`config.mk`:
```
export PLATFORM = sky130hd
export DESIGN_NAME = bus_phase_seq
export DESIGN_NICKNAME = d
export VERILOG_FILES = /design/src/rtl/bus_phase_seq.sv
export SDC_FILE = /design/constraint.sdc
export NUM_CORES = 1
export LEC_CHECK = 0
export ABC_AREA = 1
export BUFFER_PORTS_ARGS = -buffer_cell sky130_fd_sc_hd__buf_2
export CAP_MARGIN = 20
export CORE_MARGIN = 5
export CORE_UTILIZATION = 45
export CTS_BUF_LIST = sky130_fd_sc_hd__clkbuf_4 sky130_fd_sc_hd__clkbuf_8
export DETAILED_ROUTE_END_ITERATION = 8
export GPL_TIMING_DRIVEN = 0
export RECOVER_POWER = 100
export SLEW_MARGIN = 10
export SYNTH_ARGS = -nofsm -noshare
export SYNTH_HDL_FRONTEND = slang
export SYNTH_SLANG_ARGS = --single-unit
```
`constraint.sdc`:
```
create_clock -name clk -period 4.5 [get_ports clk]
set_input_delay 0.225 -clock clk [delete_from_list [all_inputs] [get_ports clk]]
set_output_delay 0.225 -clock clk [all_outputs]
set_load 0.05 [all_outputs]
```
`src/rtl/bus_phase_seq.sv`:
```
module bus_phase_seq #(
  parameter int NDEV    = 8,
  parameter int IDW     = 4,
  parameter int ARB_CYC = 2,
  parameter int SEL_TO  = 6
) (
  input  logic                     clk,
  input  logic                     rst_n,
  input  logic                     bus_rst,
  input  logic [NDEV-1:0]          req_valid,
  input  logic [NDEV*IDW-1:0]      req_id,
  input  logic [$clog2(NDEV)-1:0]  peer_target,
  input  logic                     reconnect,
  input  logic                     tgt_req,
  input  logic [1:0]               tgt_phase,
  input  logic                     tgt_disc,
  output logic [2:0]               phase,
  output logic [$clog2(NDEV)-1:0]  owner_id,
  output logic [$clog2(NDEV)-1:0]  peer_id
);
  localparam int OW = $clog2(NDEV);
  localparam int CW = $clog2(ARB_CYC + SEL_TO + 1);
  localparam logic [2:0] PH_IDLE = 3'd0, PH_ARB = 3'd1, PH_SEL = 3'd2,
                         PH_RESEL = 3'd3, PH_MSG = 3'd7;

  logic [NDEV-1:0] elig;
  logic            win_vld;
  logic [OW-1:0]   win_id;
  logic [CW-1:0]   cnt;
  wire  [2:0]      req_ph = {1'b1, tgt_phase};

  always_comb begin
    int hits;
    elig = '0;
    for (int k = 0; k < NDEV; k++) begin
      hits = 0;
      for (int s = 0; s < NDEV; s++)
        if (req_valid[s] && req_id[s*IDW +: IDW] == IDW'(k)) hits++;
      elig[k] = (hits == 1);
    end
  end

  always_comb begin
    win_vld = 1'b0;
    win_id  = '0;
    for (int k = 0; k < NDEV; k++)
      if (elig[k]) begin
        win_vld = 1'b1;
        win_id  = OW'(k);
      end
  end

  always_ff @(posedge clk or negedge rst_n) begin
    if (!rst_n) begin
      phase    <= PH_IDLE;
      owner_id <= '0;
      peer_id  <= '0;
      cnt      <= '0;
    end else if (bus_rst) begin
      phase    <= PH_IDLE;
      owner_id <= '0;
      peer_id  <= '0;
      cnt      <= '0;
    end else begin
      case (phase)
        PH_IDLE: begin
          cnt <= '0;
          if (win_vld) phase <= PH_ARB;
        end
        PH_ARB: begin
          if (cnt == CW'(ARB_CYC - 1)) begin
            cnt <= '0;
            if (win_vld) begin
              owner_id <= win_id;
              peer_id  <= peer_target;
              phase    <= reconnect ? PH_RESEL : PH_SEL;
            end else begin
              phase <= PH_IDLE;
            end
          end else begin
            cnt <= cnt + 1'b1;
          end
        end
        PH_SEL, PH_RESEL: begin
          if (tgt_req) begin
            phase <= req_ph;
            cnt   <= '0;
          end else if (cnt == CW'(SEL_TO - 1)) begin
            phase    <= PH_IDLE;
            owner_id <= '0;
            peer_id  <= '0;
            cnt      <= '0;
          end else begin
            cnt <= cnt + 1'b1;
          end
        end
        default: begin
          if (phase == PH_MSG && tgt_disc) begin
            phase    <= PH_IDLE;
            owner_id <= '0;
            peer_id  <= '0;
          end else if (tgt_req) begin
            phase <= req_ph;
          end
        end
      endcase
    end
  end
endmodule

```
==> results of run 1 <==
==> worst reg2reg max path, cell delays in order, from the launching register on <==
cell and delay, ns:
dfrtp_1 0.39, inv_1 0.08, ha_1 0.13, inv_1 0.05
nor3_1 0.19, nor2_1 0.08, nor3_1 0.13, nand3_1 0.09
nand2_1 0.14, nand3_2 0.12, inv_2 0.10, nand2_1 0.05
nand2_1 0.06
==> routing by layer <==
metal,up-vias,track usage,routed length [µm]
li1,3741,-,-
met1,3124,0.257,7500
met2,98,0.416,8500
met3,29,0.0134,488
met4,0,0.0469,344
met5,-,0,0
==> Yosys cell counts (3+ instances only) <==
cell	instances	area, µm²
inv_2	12	45.0
nor2_1	143	537
inv_1	215	807
ha_1	58	726
dfrtp_1	13	325
nor3_1	8	40.0
nand3_1	138	691
o21ai_0	9	45.0
nand2_1	348	1310
or2_2	15	93.8
nor2_4	7	78.8
nand3_2	22	220
a21oi_1	9	45.0
nand4_1	9	56.3
xor2_1	3	26.3
nor2_2	10	62.6
and2_1	4	25.0
o22ai_1	3	18.8
nand3b_1	13	97.6
o21ai_1	14	70.1
nand2_2	41	257
==> stage by stage <==
stage	hold slack [ns]	TNS (ns)	instances	power, mW	setup WS (ns)
after floorplan	-0.0706	0	1110	0.529	0.00311
after global placement	0.139	-4.59	1340	0.649	-0.669
after detailed placement	0.132	-4.88	1340	0.653	-0.656
after CTS	0.173	-0.0137	1417	0.828	-0.0137
after global routing	0.182	-2.02	1437	0.965	-0.291
final	0.179	-0.169	1437	0.886	-0.0406
==> timing repair <==
action	CTS	global route
setup buffers	72	22
pin swaps	75	96
endpoints found under the setup margin	8	8
gates resized for setup	135	102
gates cloned	0	0
hold buffers	1	0
endpoints found under the hold margin	13	0
==> sequential cells by signal, indices dropped and copies added (netlist names) <==
register and count:
peer_id 3, cnt 4, phase 3, owner_id 3
==> how the worst max path moves through the flow <==
| stage | cells past startpoint | to | start | slack, ns |
|---|---|---|---|---|
| floorplan | 36 | owner_id[0] | req_id[0] | 0.003 |
| global placement | 38 | owner_id[0] | req_id[5] | -0.67 |
| detailed placement | 38 | owner_id[0] | req_id[5] | -0.66 |
| CTS | 39 | peer_id[0] | req_id[5] | -0.01 |
| global route | 40 | peer_id[0] | req_id[5] | -0.29 |
| finish | 38 | peer_id[0] | req_id[3] | -0.04 |
==> final cells by class <==
| cell class | instances | area (µm²) |
|---|---|---|
| Inverter | 228 | 881 |
| Fill cell | 1214 | 4580 |
| Clock buffer | 4 | 48.8 |
| Sequential cell | 13 | 325 |
| Buffer | 2 | 15.0 |
| Tap cell | 172 | 215 |
| Multi-Input combinational cell | 867 | 5420 |
| Timing Repair Buffer | 151 | 1030 |
==> placed cells by master (no fill, tap or decap), types with 16 or more instances in the layout <==
master and instances:
nand2_1 299, ha_4 29, buf_2 42, inv_1 178, nand3_2 29, nor2_1 119
inv_2 41, nand3_1 125, ha_1 27, o21ai_1 16, buf_4 94, nor2_2 17
nor2_4 24, nand2_2 77
==> cells by family (layout without fill, tap and decap cells) <==
family                   Yosys count  after routing  synth area share
flip-flops                        13             13            0.0571
buffers and inverters            230            385             0.153
XOR/XNOR                           4              4           0.00615
adder cells (fa/ha/maj)           58             58             0.127
AND/OR/NAND/NOR                  763            763             0.616
AO/OA/AOI/OAI                     42             42            0.0404
==> report_power, final <==
group | internal [mW] | switching [mW]
clock | 0.0685 | 0.0423
combinational | 0.216 | 0.400
sequential | 0.138 | 0.0219
==> results.yml, run 1 <==
power:
  ir_worst_vdd_mv: 0.111
  p_per_area_mw_per_mm2: 112
  p_leak_nw: 4.26
sta:
  fmax_mhz: 220
  slew_headroom: 0.521
  fin_skew_ns: 0.00562
  min_period_ns: 4.54
  fin_crit_sh: 1.01
  hold_viol: 0
  fin_ws_ns: -0.0406
  tightest_slew_ns: 0.719
  setup-violations-final: 7
  rsz0062_at_grt: "yes"
  slew_viol_final: 0
cells_and_area:
  num-nets-final: 1375
  drive_gt1_frac: 0.336
  final_util: 0.634
  antenna_cells: 0
  final_area_mm2: 0.00793
  area_delta_synth_final_pct: 39.4
setup_path:
  crit_required_ns: 4.68
  path_max_fanout: 4
  critPathSlowestCell: "ha_4"
  r2r-start: "cnt[1]"
  r2r-end: "peer_id[0]"
  worst_path_largest_cell_delay_ns: 0.31
  critPathLaunchType: "primary input"
  cp_num_buf_inv: 11
  cp.arrival_ns: 4.72
  r2r_slack_ns: 2.82
  end_kind: "flop"
  crit_path_frequent_cell: "nand2_2"
  crit_family: "simple AND/OR/NAND/NOR gates"
  crit_type: "in -> reg"
  ff2ff_path_depth: 12
route:
  drt_pass1_iterations: 5
  wl_per_cell_um: 11.7
  postRouteAntennaNets: 0
  drc_errors: 0
  drt-total-wl_mm: 16.8
  via_per_inst: 4.87
  dr_total_vias: 6992
  drt_iter0_markers: 293
yosys:
  synth_cells: 1110
  ys_warn_count: 0
  ys_ff_latch: 13
  synth-edff-count: 0
  synthDistinctLibCells: 33
  synth-async-reset-ratio: 1.00
  yosysSeqAreaShare: 0.0571
  syn_area_mm2: 0.00569
  synth_fp_nets: 1219
  syn_area_per_cell_um2: 5.13
  yosys_most_used_dff: "dfrtp_1"
clock_tree:
  root_buffer: "clkbuf_8"
  clockBufferDepth: 2
  numClockSinks: 13
  cts_tree: "done"
  cts_buffers: 3
  clk_latency_ns: 0.24
  clkTransAtPathRegs_ns: 0.06
  ctsHtreeMaxLevel: 1
outcome:
  violations: "negative setup slack"
  outcome: "finished, violations left"
floorplan:
  die_height_um: 122
  die_x_um: 122
  start_util: 0.455
  coreArea_mm2: 0.0125
  die-area_mm2: 0.0150
  rows: 41
  ios: 60
global_route:
  grt_overflow: 0
  antenna_found_initial: 0
  grt_pass1_wl_mm: 26.9
  grt_pass1_vias: 6424
  grt_start_max_net_pins: 14
  gr-usage-all-layers: 0.214
min_path:
  worstHoldStart: "peer_target[2]"
  min_path_cells: 3
  worst_hold_path.endpoint: "peer_id[2]"
  min_path_type: "in -> reg"
flow_run:
  drv_cap: 0
placed_design:
  numPortBuffers: 58
  postPlaceCellArea_mm2: 0.00623
  place_congestion: 0.852
  hpwl_mm: 12.8
Note: power is estimated with default switching activity, not from simulation.
==> run 2, diff against run 1 <==
Settings changed: PLACE_DENSITY set to 0.7.
==> results.yml, run 2 (synthesis gave the netlist of run 1 again) <==
clock_tree:
  cts_tree: "done"
  numClockSinks: 13
  ctsHtreeMaxLevel: 1
  clk_latency_ns: 0.24
  clkTransAtPathRegs_ns: 0.06
  clockBufferDepth: 2
  cts_buffers: 3
  root_buffer: "clkbuf_8"
global_route:
  gr-usage-all-layers: 0.218
  grt_pass1_vias: 6755
  antenna_found_initial: 0
  grt_overflow: 0
  grt_pass1_wl_mm: 27.8
  grt_start_max_net_pins: 14
outcome:
  violations: "negative setup slack"
  outcome: "finished, violations left"
cells_and_area:
  final_cell_mix: "303 x nand2_1, 184 x inv_1, 127 x nand3_1, 120 x nor2_1, 96 x buf_4"
  stdcell_count: 1440
  multi_input_area_mm2: 0.00529
  num-nets-final: 1378
  drive_gt1_frac: 0.323
  largest_reg_flops: 4
  final_area_mm2: 0.00782
  regMostFlops: "cnt"
  final_util: 0.625
  final_common_cell: "nand2_1"
  antenna_cells: 0
  regArea_um2: 325
  fillers: 1190
  area_delta_synth_final_pct: 37.4
setup_path:
  crit_path_frequent_cell: "nand2_2"
  r2r_slack_ns: 2.70
  critPathLaunchType: "primary input"
  crit_type: "in -> reg"
  r2r-end: "peer_id[0]"
  end_kind: "flop"
  cp.arrival_ns: 4.78
  critPathSlowestCell: "ha_1"
  worst_path_largest_cell_delay_ns: 0.29
  path_max_fanout: 4
  ff2ff_path_depth: 12
  crit_required_ns: 4.64
  r2r-start: "phase[2]"
floorplan:
  start_util: 0.455
  die-area_mm2: 0.0150
  ios: 60
  die_x_um: 122
  die_height_um: 122
  coreArea_mm2: 0.0125
  rows: 41
placed_design:
  place_congestion: 0.865
  placed_cells: 1340
  post-place-ws_ns: -0.711
  hpwl_mm: 12.2
  numPortBuffers: 58
  postPlaceCellArea_mm2: 0.00623
route:
  drt_pass1_iterations: 7
  via_per_inst: 4.99
  postRouteAntennaNets: 0
  drt-total-wl_mm: 17.2
  drc_errors: 0
  wl_per_cell_um: 12.0
  dr_total_vias: 7181
  drt_iter0_markers: 391
sta:
  fin_ws_ns: -0.139
  min_period_ns: 4.64
  slew_headroom: 0.515
  fin_crit_sh: 1.03
  timing.setup.tns_ns: -0.951
  fin_skew_ns: 0.00557
  tightest_slew_ns: 0.728
  rsz0062_at_grt: "yes"
  holdWs_ns: 0.187
  slew_viol_final: 0
  fmax_mhz: 216
  hold_viol: 0
  setup-violations-final: 8
flow_run:
  drv_cap: 0
power:
  p_leak_nw: 4.27
  ir_worst_vdd_mv: 0.120
  report.power.total_mw: 0.879
  p_per_area_mw_per_mm2: 112
min_path:
  min_path_cells: 3
  worst_hold_path.endpoint: "peer_id[1]"
  min_path_type: "in -> reg"
  worstHoldStart: "peer_target[1]"
## run 2: cell types whose count changed in the layout (fill, tap and decap cells not counted), sizes merged
| cell | change |
|---|---|
| buf | +3 |
## run 2: how the worst max path moves through the flow
stage               slack (ns)  depth (start not counted)          from          end
detailed placement       -0.71                         37  req_valid[0]   peer_id[2]
CTS                     0.0002                         37     req_id[4]   peer_id[2]
finish                   -0.14                         40     req_id[5]     phase[1]
floorplan                0.003                         36     req_id[0]  owner_id[0]
global route             -0.37                         40     req_id[5]     phase[1]
global placement         -0.67                         37  req_valid[0]   peer_id[2]
## run 2: critical path, delay by kind of cell
kind                       cells  cell delay [ns]
and+or+nand+nor               23             2.28
adders and majority gates      5             1.26
buffers and inverters         12             1.00
## run 2: repair_timing
item | CTS | global route
setup buffers | 79 | 18
hold buffers | 1 | 0
pin swaps | 88 | 75
endpoints found under the setup margin | 8 | 8
resized for setup | 127 | 82
endpoints found under the hold margin | 13 | 0
gates cloned | 0 | 0
## run 2: routing by layer
metal / vias to the layer above / track usage / routed length (µm)
li1: 3738 / - / -
met1: 3245 / 0.255 / 7250
met2: 155 / 0.427 / 8890
met3: 43 / 0.0106 / 598
met4: 0 / 0.0574 / 496
met5: - / 0 / 0
## run 2: layout make-up
cell class	instances	area share
timing repair buffer	154	0.135
tap	172	0.0275
sequential	13	0.0416
clock buffer	4	0.00624
inverter	228	0.112
multi-input combinational	867	0.676
buffer	2	0.00192
## run 2: power breakdown
| group | switching, mW | internal (mW) | total (mW) |
|---|---|---|---|
| combinational | 0.397 | 0.211 | 0.609 |
| clock | 0.0417 | 0.0685 | 0.110 |
| sequential | 0.0222 | 0.138 | 0.160 |
